==> config.mk <==
export PLATFORM = sky130hd
export DESIGN_NAME = spi_dc_chain_target
export DESIGN_NICKNAME = d
export VERILOG_FILES = /design/src/rtl/spi_dc_pkg.sv /design/src/rtl/spi_dc_sync.sv /design/src/rtl/spi_dc_shifter.sv /design/src/rtl/spi_dc_decode.sv /design/src/rtl/spi_dc_chain_target.sv
export SDC_FILE = /design/constraint.sdc
export NUM_CORES = 1
export LEC_CHECK = 0
export CAP_MARGIN = 20
export CORE_ASPECT_RATIO = 0.5
export CORE_UTILIZATION = 50
export DETAILED_ROUTE_END_ITERATION = 8
export PLACE_DENSITY_LB_ADDON = 0.2
export SLEW_MARGIN = 25
export SYNTH_ARGS = -nofsm -noshare
export SYNTH_HDL_FRONTEND = slang
export SYNTH_SLANG_ARGS = --single-unit
==> constraint.sdc <==
create_clock -name clk -period 2.45 [get_ports clk]
set_clock_uncertainty 0.15 [all_clocks]
set_input_delay 0.49 -clock clk [delete_from_list [all_inputs] [get_ports clk]]
set_output_delay 0.49 -clock clk [all_outputs]
set_load 0.01 [all_outputs]
==> src/rtl/spi_dc_pkg.sv <==
package spi_dc_pkg;

   typedef enum logic [2:0] {
      RGN_NONE  = 3'd0,
      RGN_P0D0  = 3'd1,
      RGN_P0D1  = 3'd2,
      RGN_P1D0  = 3'd3,
      RGN_P1D1  = 3'd4,
      RGN_LOCAL = 3'd5
   } region_e;

   // Upper window code values (address bits above the window offset)
   localparam logic [1:0] WIN_PORT0 = 2'b00;
   localparam logic [1:0] WIN_PORT1 = 2'b01;
   localparam logic [1:0] WIN_LOCAL = 2'b10;

endpackage

==> src/rtl/spi_dc_sync.sv <==
module spi_dc_sync #(
   parameter int               WIDTH  = 1,
   parameter int               STAGES = 2,
   parameter logic [WIDTH-1:0] INIT   = '0
) (
   input  logic             clk,
   input  logic             rst_n,
   input  logic [WIDTH-1:0] d,
   output logic [WIDTH-1:0] q
);

   generate
      if (STAGES == 0) begin : g_bypass
         assign q = d;
      end else begin : g_chain
         logic [WIDTH-1:0] stg [STAGES];

         always_ff @(posedge clk or negedge rst_n) begin
            if (!rst_n) begin
               for (int i = 0; i < STAGES; i++) stg[i] <= INIT;
            end else begin
               stg[0] <= d;
               for (int i = 1; i < STAGES; i++) stg[i] <= stg[i-1];
            end
         end

         assign q = stg[STAGES-1];
      end
   endgenerate

endmodule

==> src/rtl/spi_dc_shifter.sv <==
module spi_dc_shifter #(
   parameter int FRAME_W = 32,
   parameter int DATA_W  = 8
) (
   input  logic               clk,
   input  logic               rst_n,
   input  logic               frame_start,
   input  logic               sample_en,
   input  logic               shift_en,
   input  logic               serial_in,
   input  logic               load_en,
   input  logic [DATA_W-1:0]  load_data,
   output logic [FRAME_W-1:0] frame,
   output logic               frame_ok,
   output logic               serial_out
);

   localparam int CNT_W   = $clog2(FRAME_W + 2);
   localparam int CNT_SAT = FRAME_W + 1;

   logic [FRAME_W-1:0] sr;
   logic               held_bit;
   logic [CNT_W-1:0]   edges;

   always_ff @(posedge clk or negedge rst_n) begin
      if (!rst_n) held_bit <= 1'b0;
      else if (sample_en) held_bit <= serial_in;
   end

   always_ff @(posedge clk or negedge rst_n) begin
      if (!rst_n) begin
         edges <= '0;
      end else if (frame_start) begin
         edges <= '0;
      end else if (shift_en && (edges != CNT_W'(CNT_SAT))) begin
         edges <= edges + 1'b1;
      end
   end

   always_ff @(posedge clk or negedge rst_n) begin
      if (!rst_n) begin
         sr <= '0;
      end else if (shift_en) begin
         sr <= {sr[FRAME_W-2:0], held_bit};
      end else if (load_en) begin
         sr[DATA_W-1:0] <= load_data;
      end
   end

   assign frame      = sr;
   assign frame_ok   = (edges == CNT_W'(FRAME_W));
   assign serial_out = sr[FRAME_W-1];

endmodule

==> src/rtl/spi_dc_decode.sv <==
module spi_dc_decode
   import spi_dc_pkg::*;
#(
   parameter int ADDR_W   = 12,
   parameter int WIN_BITS = 8
) (
   input  logic [ADDR_W-1:0] addr,
   output region_e           region
);

   localparam int TOP_LSB = WIN_BITS + 2;

   logic [1:0] win_hi;
   logic       win_gap;
   logic       win_dev;

   assign win_hi  = addr[TOP_LSB +: 2];
   assign win_gap = addr[WIN_BITS + 1];
   assign win_dev = addr[WIN_BITS];

   always_comb begin
      region = RGN_NONE;
      if (!win_gap) begin
         unique case (win_hi)
            WIN_PORT0: region = win_dev ? RGN_P0D1 : RGN_P0D0;
            WIN_PORT1: region = win_dev ? RGN_P1D1 : RGN_P1D0;
            WIN_LOCAL: region = win_dev ? RGN_NONE : RGN_LOCAL;
            default:   region = RGN_NONE;
         endcase
      end
   end

endmodule

==> src/rtl/spi_dc_chain_target.sv <==
module spi_dc_chain_target
   import spi_dc_pkg::*;
#(
   parameter int CMD_W       = 8,
   parameter int FIELD_W     = 16,
   parameter int DATA_W      = 8,
   parameter int ADDR_W      = 12,
   parameter int WIN_BITS    = 8,
   parameter int SYNC_STAGES = 2
) (
   input  logic                clk,
   input  logic                rst_n,
   input  logic                sck,
   input  logic                ss_n,
   input  logic                mosi,
   output logic                miso,
   output logic                miso_oe,
   output logic                bus_req,
   output logic                bus_we,
   output logic                bus_port,
   output logic                bus_dev,
   output logic                bus_local,
   output logic [WIN_BITS-1:0] bus_offset,
   output logic [DATA_W-1:0]   bus_wdata,
   input  logic [DATA_W-1:0]   bus_rdata
);

   localparam int FRAME_W = CMD_W + FIELD_W + DATA_W;

   generate
      if (ADDR_W > FIELD_W) begin : g_bad_addr
         $error("address wider than its frame field");
      end
      if (ADDR_W != WIN_BITS + 4) begin : g_bad_win
         $error("window decode expects four bits above the offset");
      end
      if (SYNC_STAGES > 8) begin : g_bad_sync
         $error("synchronizer depth out of range");
      end
   endgenerate

   // Output enable follows select directly, no clock involved
   assign miso_oe = ~ss_n;

   logic [2:0] pins_s;
   logic       sck_s, ssn_s, mosi_s;
   logic       sck_q, ssn_q;

   spi_dc_sync #(.WIDTH(3), .STAGES(SYNC_STAGES), .INIT(3'b010)) u_sync (
      .clk   (clk),
      .rst_n (rst_n),
      .d     ({sck, ss_n, mosi}),
      .q     (pins_s)
   );

   assign {sck_s, ssn_s, mosi_s} = pins_s;

   always_ff @(posedge clk or negedge rst_n) begin
      if (!rst_n) begin
         sck_q <= 1'b0;
         ssn_q <= 1'b1;
      end else begin
         sck_q <= sck_s;
         ssn_q <= ssn_s;
      end
   end

   logic sck_up, sck_dn, sel_begin, sel_end;
   assign sck_up    = sck_s & ~sck_q;
   assign sck_dn    = ~sck_s & sck_q;
   assign sel_begin = ~ssn_s & ssn_q;
   assign sel_end   = ssn_s & ~ssn_q;

   // Execute stage
   logic                pend;
   logic [FRAME_W-1:0]  frame;
   logic                frame_ok;
   logic                act;
   logic                is_read;
   logic [ADDR_W-1:0]   addr;
   region_e             region;
   logic                hit;
   logic                load_en;
   logic [DATA_W-1:0]   load_data;

   always_ff @(posedge clk or negedge rst_n) begin
      if (!rst_n) pend <= 1'b0;
      else        pend <= sel_end;
   end

   spi_dc_shifter #(.FRAME_W(FRAME_W), .DATA_W(DATA_W)) u_shift (
      .clk         (clk),
      .rst_n       (rst_n),
      .frame_start (sel_begin),
      .sample_en   (sck_up & ~ssn_s),
      .shift_en    (sck_dn & ~ssn_q),
      .serial_in   (mosi_s),
      .load_en     (load_en),
      .load_data   (load_data),
      .frame       (frame),
      .frame_ok    (frame_ok),
      .serial_out  (miso)
   );

   assign is_read = frame[FRAME_W-1];
   assign addr    = frame[DATA_W +: ADDR_W];

   spi_dc_decode #(.ADDR_W(ADDR_W), .WIN_BITS(WIN_BITS)) u_dec (
      .addr   (addr),
      .region (region)
   );

   assign hit       = (region != RGN_NONE);
   assign act       = pend & frame_ok;
   assign load_en   = act & is_read;
   assign load_data = hit ? bus_rdata : '0;

   assign bus_req    = act & hit;
   assign bus_we     = ~is_read;
   assign bus_port   = (region == RGN_P1D0) || (region == RGN_P1D1);
   assign bus_dev    = (region == RGN_P0D1) || (region == RGN_P1D1);
   assign bus_local  = (region == RGN_LOCAL);
   assign bus_offset = addr[WIN_BITS-1:0];
   assign bus_wdata  = frame[DATA_W-1:0];

endmodule

==> results, run 1 <==
- The number of diodes added for antenna fixing is 0.
- For this run, the leading register cell type out of synthesis is sky130_fd_sc_hd__dfrtp_1.
- The required time of the critical path is around 1.8 ns.
- Setup repair after global routing left no endpoint under its margin.
- In this run the tightest slew margin relative to its limit is approximately 50%.
- The capture instance of the worst register-to-register path is u_shift.frame[23].
- Once the floorplan was initialized, standard cells occupied 53.0% of the core.
- The number of setup buffers added after CTS is 0.
- Of the cells placed in the final design, the portion with a size suffix greater than 1 is 13.0%.
- The number of nets in the layout is ~190.
- Of the total power, the clock network draws roughly a third.
- The clock period minus final worst setup slack is 2.28 ns.
- The critical path class is reg -> out.
- At the worst endpoint, the arrival time is ~1.6 ns.
- Row generation in the floorplan step produced 16 rows.
- The number of setup violations in the final report is 0.
- Dividing the detail-routed via count by the number of cells gives 5.06.
- Summed over all instances, the cell type with the most area after synthesis is sky130_fd_sc_hd__dfrtp_1.
- The total global-route track usage is 15.4%.
- The tree is rooted in a sky130_fd_sc_hd__clkbuf_8.
- The number of antenna violations at the first check in global routing is 0.
- For this block, the routed nets add up to around 3.0 mm of wire.
- The worst register-to-register path begins at u_sync.q[2].
- For flop-to-flop paths, the worst setup slack is about 0.45 ns.
- Hold is met by between 0.09 and 0.1 ns.
- The netlist uses 35 different library cells.
- The post-route clock period utilization is 92.9%.
- The worst-case reg-to-reg path depth is 3.
- For this run, asynchronously set or reset flops after synthesis account for 100%.
- At the end of routability-driven placement, the weighted congestion stood at slightly above 0.8.
- The net switching share of the total power is between 20% and 30%.
- The nature of the critical path endpoint is an output port.
- The total clock buffers created by CTS is 5.
- The pin slew with the least headroom to its limit is about 0.75 ns.
- The die is approximately 48 um tall.
- The placed wire-length estimate after detailed placement is 2.18 mm.
- Synthesis inferred 48 register bits.
- The number of max-cap violations is 0.
- Once placement finished, the instance area stood at roughly 0.0024 mm2.
- Yosys printed 0 warnings.
- IR analysis of the VDD net gives a maximum drop of between 0.3 and 0.4 mV.
- Registers are responsible for between 50% and 60% of the overall power.
- The longest clock path from root to sink contains 2 buffers.
- TritonCTS built the clock tree.
- The synthesized design contains 0 enable-type register cells.
- After routing the design area is about 0.0025 mm2.
- The number of global-route vias before repair is 1,054.
- The tree built by TritonCTS fans out to between 40 and 50 sinks.
- After clock tree synthesis, the clock-pin slew on the worst setup and hold paths is approximately 0.10 ns.
- The design draws approximately 1.7 mW.
- The mapped netlist covers about 0.0021 mm2.
- The first-pass GRT wire length is 4.92 mm.
- The per-instance average area after synthesis is 14.0 um2.
- The per-cell routed wire length is approximately 13 um.
- The final sum of negative setup slack is 0 ns.
- The worst setup path is launched from a register.
- The number of port buffers is 35.
- The residual overflow from global routing is 0.
- The starting DRC count in detailed routing is 20.
- The share of the yosys chip area belonging to registers is a little under three fifths.
- The H-tree was split into 2 levels.
- Counting every instance in the synthesized netlist gives 150.
- The combinational fraction of design power is between 10% and 20%.
- The core region is between 0.003 and 0.004 mm2.
- By area the synthesized netlist is led by sky130_fd_sc_hd__dfrtp_1 54%, sky130_fd_sc_hd__mux2_1 13%, sky130_fd_sc_hd__buf_4 6.1%, sky130_fd_sc_hd__dfstp_2 3.8%, sky130_fd_sc_hd__a22o_1 3.3%.
- The ratio of total power to cell area is between 600 and 700 mW/mm2.
- The number of top-level pins is 36.
- Derived from the worst setup path, the maximum achievable clock frequency is 439 MHz.
- The insertion delay of the later-clocked pin in the worst-skew pair is approximately 0.3 ns.
- The final number of max-transition violations is 0.
- After detailed routing, the number of remaining DRC violations is 0.
- The first TritonRoute pass finished after 4 iterations.
- After synthesis, the largest area contributor takes up around 54% of total cell area.
- The worst hold path belongs to the class in -> async.
- Ranked by instance count, the synthesized netlist is headed by 45 x sky130_fd_sc_hd__dfrtp_1, 24 x sky130_fd_sc_hd__mux2_1, 17 x sky130_fd_sc_hd__buf_4.
- The synthesized netlist net count is roughly 170.
- The synthesis-to-finish area growth is 19.5%.
- The final hold violation count is 0.
- Of all nets on the critical path, the largest fanout is 4.
- The detail route stage leaves a number of antenna-violating nets equal to 0.
- The cell internal power dissipation is 1.28 mW.
- The largest net degree at the start of global routing is 36.
- The static leakage power is 1.24 nW.
- The floorplan step set the die width to ~94 um.
- The analysis attributes to net switching a power of 384 uW.
- The flow ran to the end, and the final reports show no timing, DRC or antenna violations.
- The total via count in the routed design is 1,169.
- Among all cell types in the netlist, the one instantiated most often is sky130_fd_sc_hd__dfrtp_1.
- The number of fillers in the final layout is between 300 and 400.
- The area of the die is between 0.004 and 0.005 mm2.
## worst max-delay path: stages (launching register included)
cell	delay (ns)
sky130_fd_sc_hd__dfrtp_1	0.44
sky130_fd_sc_hd__nor4b_4	0.33
sky130_fd_sc_hd__nand3_2	0.14
sky130_fd_sc_hd__nor3_1	0.15
sky130_fd_sc_hd__dlygate4sd2_1	0.29
## cell usage in the layout, fill, tap and decap left out, types with 2 or more instances in the layout
cell,instances
sky130_fd_sc_hd__clkdlybuf4s50_1,33
sky130_fd_sc_hd__xor2_1,2
sky130_fd_sc_hd__clkbuf_8,5
sky130_fd_sc_hd__a21o_1,8
sky130_fd_sc_hd__nor2b_1,2
sky130_fd_sc_hd__buf_4,4
sky130_fd_sc_hd__inv_1,3
sky130_fd_sc_hd__nor3b_1,3
sky130_fd_sc_hd__ha_1,3
sky130_fd_sc_hd__o21ai_1,2
sky130_fd_sc_hd__nand4_1,2
sky130_fd_sc_hd__nand2_1,5
sky130_fd_sc_hd__nor2_1,2
sky130_fd_sc_hd__a22o_1,8
sky130_fd_sc_hd__dfrtp_1,45
sky130_fd_sc_hd__dfstp_2,3
sky130_fd_sc_hd__mux2_1,24
## per-stage QoR
step / worst slack, ns / utilization, % / cells
2_1_floorplan: 0.528 / - / 150
3_3_place_gp: 0.230 / 60.6 / 223
3_5_place_dp: 0.196 / 60.6 / 223
4_1_cts: 0.146 / 63.4 / 231
5_1_grt: 0.0301 / 63.4 / 231
6_report: 0.173 / 63.4 / 231
## power groups by stage
stage | sequential, mW | clock [mW] | combinational, mW
finish | 0.882 | 0.558 | 0.221
global route | 0.889 | 0.605 | 0.241
CTS | 0.882 | 0.573 | 0.225
detailed placement | 0.897 | 0 | 0.224
global placement | 0.895 | 0 | 0.220
floorplan | 0.887 | 0 | 0.157
## cells by family (layout without fill, tap and decap cells)
logic type | Yosys count | in the layout | share of synthesized area [%]
compound gates | 24 | 24 | 10.0
xor+xnor | 2 | 2 | 0.833
fa+ha+maj | 3 | 3 | 1.79
buf+inv | 24 | 51 | 8.45
flops | 48 | 48 | 57.3
mux | 25 | 25 | 13.3
simple gates | 24 | 24 | 8.27
## worst max-delay path by stage
stage,from,endpoint,slack [ns],depth (start not counted)
after floorplan,u_shift.edges[3],bus_req,0.53,3
after global placement,u_shift.edges[3],bus_req,0.23,4
after detailed placement,u_shift.edges[3],bus_req,0.20,4
after CTS,u_shift.edges[3],bus_req,0.15,4
after global routing,u_shift.edges[3],bus_req,0.03,4
final,u_shift.edges[3],bus_req,0.17,4
## layer usage
metal / vias to the layer above / wire, um / GRT usage, % / part of all wire [%]
li1: 568 / - / - / -
met1: 570 / 1540 / 19.2 / 50
met2: 26 / 1320 / 25.0 / 43
met3: 5 / 158 / 5.87 / 5.2
met4: 0 / 29 / 7.08 / 0.95
met5: - / 0 / 0 / 0
## registers in the layout, summed over array words and instances (netlist names)
register	flops
u_shift.edges	6
u_sync.q	3
sck_q	1
pend	1
u_sync.g_chain.stg	3
ssn_q	1
u_shift.held_bit	1
u_shift.frame	32
## area by class of cell
cell class | instances | area [um2] | area share, %
Multi-Input combinational cell | 78 | 726 | 28.9
Clock inverter | 3 | 42.5 | 1.69
Tap cell | 54 | 67.6 | 2.69
Clock buffer | 5 | 68.8 | 2.74
Timing Repair Buffer | 39 | 374 | 14.9
Sequential cell | 48 | 1200 | 48.0
Inverter | 4 | 28.8 | 1.15
## what timing repair did
item | in CTS | in global routing
endpoints found under the setup margin | 1 | 0
hold buffers | 0 | 0
gates resized for setup | 1 | 0
endpoints found under the hold margin | 0 | 0
Power figures use the tool's default switching activity.
==> run 2: changes to the inputs <==
--- a/config.mk
+++ b/config.mk
@@ -9,6 +9,7 @@
 export CORE_ASPECT_RATIO = 0.5
 export CORE_UTILIZATION = 50
 export DETAILED_ROUTE_END_ITERATION = 8
+export GPL_ROUTABILITY_DRIVEN = 0
 export PLACE_DENSITY_LB_ADDON = 0.2
 export SLEW_MARGIN = 25
 export SYNTH_ARGS = -nofsm -noshare
==> constraint.sdc (replaced) <==
create_clock -name clk -period 2.2 [get_ports clk]
set_clock_uncertainty 0.15 [all_clocks]
set_input_delay 0.44 -clock clk [delete_from_list [all_inputs] [get_ports clk]]
set_output_delay 0.44 -clock clk [all_outputs]
set_load 0.01 [all_outputs]
==> results, run 2 (synthesized netlist as in run 1, its figures left out) <==
- The number of fillers in the final layout is 310 (was 301).
- The post-detailed-route DRC marker count came to 0 (unchanged).
- The register area is 0.00120 mm2 (unchanged).
- The TritonCTS sink count is 48 (unchanged).
- The worst-case vdd ir drop is 0.519 mV (was 0.391 mV).
- The final hold violation count is 0 (unchanged).
- The residual overflow from global routing was 0 (unchanged).
- The total power after layout is 1.90 mW (was 1.66 mW).
- The CTS clock-pin slew for the worst setup and hold paths is 0.08 ns (was 0.10 ns).
- The die height was 47.9 um (unchanged).
- The ratio of total power to cell area is 740 mW/mm2 (was 661 mW/mm2).
- The final number of max-transition violations is 0 (unchanged).
- The nature of the critical path endpoint is an output port (unchanged).
- The final worst hold slack was 0.207 ns (was 0.0978 ns).
- The post-placement cell count is 228 (was 223).
- The buffer cell driving the clock tree root is sky130_fd_sc_hd__clkbuf_8 (unchanged).
- The met3 layer usage reported by global route is 6.19% (was 5.87%).
- The flip-flop count of the largest register, all copies and words added came to 32 (unchanged).
- The met1 global-route usage is 19.9% (was 19.2%).
- The mean number of vias per cell is 5.07 (was 5.06).
- The maximum fanout count along the critical path is 7 (was 4).
- Commonest cells after routing, fill and taps aside: 45 x sky130_fd_sc_hd__dfrtp_1, 31 x sky130_fd_sc_hd__clkdlybuf4s50_1, 24 x sky130_fd_sc_hd__mux2_1, 9 x sky130_fd_sc_hd__buf_4 (was 45 x sky130_fd_sc_hd__dfrtp_1, 33 x sky130_fd_sc_hd__clkdlybuf4s50_1, 24 x sky130_fd_sc_hd__mux2_1, 8 x sky130_fd_sc_hd__a22o_1, 8 x sky130_fd_sc_hd__a21o_1).
- The first-pass GRT wire length is 5.02 mm (was 4.92 mm).
- RSZ-0062 raised after global routing: false (unchanged).
- The horizontal extent of the die is 93.7 um (unchanged).
- For the finished layout, the period the worst path requires is 2.08 ns.
- The core region area was 0.00396 mm2 (unchanged).
- The area of the die is 0.00448 mm2 (unchanged).
- The startpoint kind of the worst setup timing path is a register (unchanged).
- The global-route layer with the greatest usage was met2 (unchanged).
- The number of placement rows was 16 (unchanged).
- The placed wire-length estimate after detailed placement is 2.27 mm (was 2.18 mm).
- The critical path class was reg -> out (unchanged).
- The number of top-level pins came to 36 (unchanged).
- The type of the most critical hold path is reg -> reg (was in -> async).
- After layout, the worst path uses 94.5% of the clock period.
- The number of setup buffers added after CTS was 0 (unchanged).
- The worst max-slew margin expressed relative to the limit is 76.2% (was 50.1%).
- The depth of the CTS H-tree is 2 (unchanged).
- The starting DRC count in detailed routing was 36 (was 20).
- The remaining antenna violation count is 0 (unchanged).
- The largest net degree at the start of global routing is 28 (was 36).
- The static leakage power is 1.30 nW (was 1.24 nW).
- The routed wire length is 3.12 mm (was 3.05 mm).
- The insertion delay of the later-clocked pin in the worst-skew pair is 0.29 ns (was 0.30 ns).
- The detailed-routing iteration count for the pre-antenna-repair pass is 4 (unchanged).
- The highest clock rate is around 480 MHz.
- The per-cell routed wire length is 13.1 um (was 13.2 um).
- The slowest stage cell on the critical path is sky130_fd_sc_hd__clkdlybuf4s50_1 (was sky130_fd_sc_hd__dfrtp_1).
- The final cell count without fillers was 237 (was 231).
- The number of antenna violations at the first check in global routing came to 0 (unchanged).
- Run status: completed (unchanged).
- The required time of the critical path was 1.61 ns (was 1.81 ns).
- The met2 usage is 24.8% (was 25.0%).
- The synthesis-to-finish area growth is 22.4% (was 19.5%).
- The number of global-route vias before repair is 1,072 (was 1,054).
- The TritonCTS clock tree is built (unchanged).
- The maximum cell stage delay along the critical path is 0.56 ns (was 0.44 ns).
- List of cells traversed by the critical path: nor3b_1 -> clkdlybuf4s50_1 (was nor4b_4 -> nand3_2 -> nor3_1 -> dlygate4sd2_1).
- The clock tree buffer depth is 2 (unchanged).
- The effective utilization at floorplan is 53.0% (unchanged).
- The pin slew with the least headroom to its limit is 0.356 ns (was 0.748 ns).
- The total global-route track usage came to 15.5% (was 15.4%).
- The total via count in the routed design is 1,202 (was 1,169).
- The number of port buffers came to 35 (unchanged).
- The number of max-cap violations is 0 (unchanged).
- The area occupied by multi-input gates is 726 um2 (unchanged).
- The arrival time of the worst setup path was 1.49 ns (was 1.64 ns).
- The number of diodes added for antenna fixing was 0 (unchanged).
- The share of cells above drive strength 1 is 15.8% (was 13.0%).
- The number of nets in the layout is 198 (was 192).
- The total clock buffers created by CTS is 5 (unchanged).
- The final sum of negative setup slack was 0 ns (unchanged).
- The most frequent standard cell in the layout excluding fill and tap cells is sky130_fd_sc_hd__dfrtp_1 (unchanged).
- The number of setup violations in the final report was 0 (unchanged).
==> run 2: cell types whose count changed in the layout (fill, tap and decap cells not counted), sizes merged <==
cell / previous run / this run
clkinvlp: 1 / 0
dlymetal6s2s: 0 / 1
clkbuf: 5 / 8
clkinv: 1 / 0
dlygate4sd3: 0 / 1
clkdlybuf4s50: 33 / 31
buf: 5 / 10
==> run 2: power breakdown <==
group / total [mW] / internal [mW] / switching, mW
registers: 0.980 / 0.938 / 0.0420
clock network: 0.665 / 0.401 / 0.264
logic: 0.259 / 0.154 / 0.105
total: 1.90 / 1.49 / 0.412
==> run 2: per-stage QoR <==
step,worst slack [ns],area (um2),util (%)
2_1_floorplan,0.328,2100,-
3_3_place_gp,0.108,2440,61.6
3_5_place_dp,0.0830,2440,61.6
4_1_cts,0.0354,2570,64.9
5_1_grt,0.0388,2570,64.9
6_report,0.122,2570,64.9
==> run 2: critical path: cells and delay by family, from the launching register on <==
kind          cells  cell delay (ns)
buf+inv           1             0.56
simple gates      1             0.19
flops             1             0.45
==> run 2: cell type report <==
class	instances	share of cell area, %
inverter	4	1.12
sequential	48	46.8
clock buffer	7	3.75
timing repair buffer	45	16.3
tap	54	2.63
clock inverter	1	1.17
multi-input combinational	78	28.2
==> run 2: worst paths after layout <==
path	to	start	cells past startpoint	slack, ns
min in group asynchronous	u_shift.frame[23]	rst_n	3	0.52
max in group asynchronous	u_sync.g_chain.stg[4]	rst_n	3	1.09
max reg2reg	u_shift.frame[3]	u_sync.q[2]	5	0.45
min reg2reg	u_sync.q[0]	u_sync.g_chain.stg[3]	0	0.21
max	bus_port	u_shift.frame[17]	2	0.12
min	u_sync.q[0]	u_sync.g_chain.stg[3]	0	0.21
==> run 2: timing repair <==
item,in CTS,in global routing
gates resized for setup,2,4
setup endpoints to repair,2,2
hold endpoints to repair,45,0
hold buffers,1,0
==> run 2: layer usage <==
metal | vias up | wire [um]
met2 | 22 | 1480
met4 | 0 | 0
li1 | 574 | -
met3 | 0 | 133
met5 | - | 0
met1 | 606 | 1510
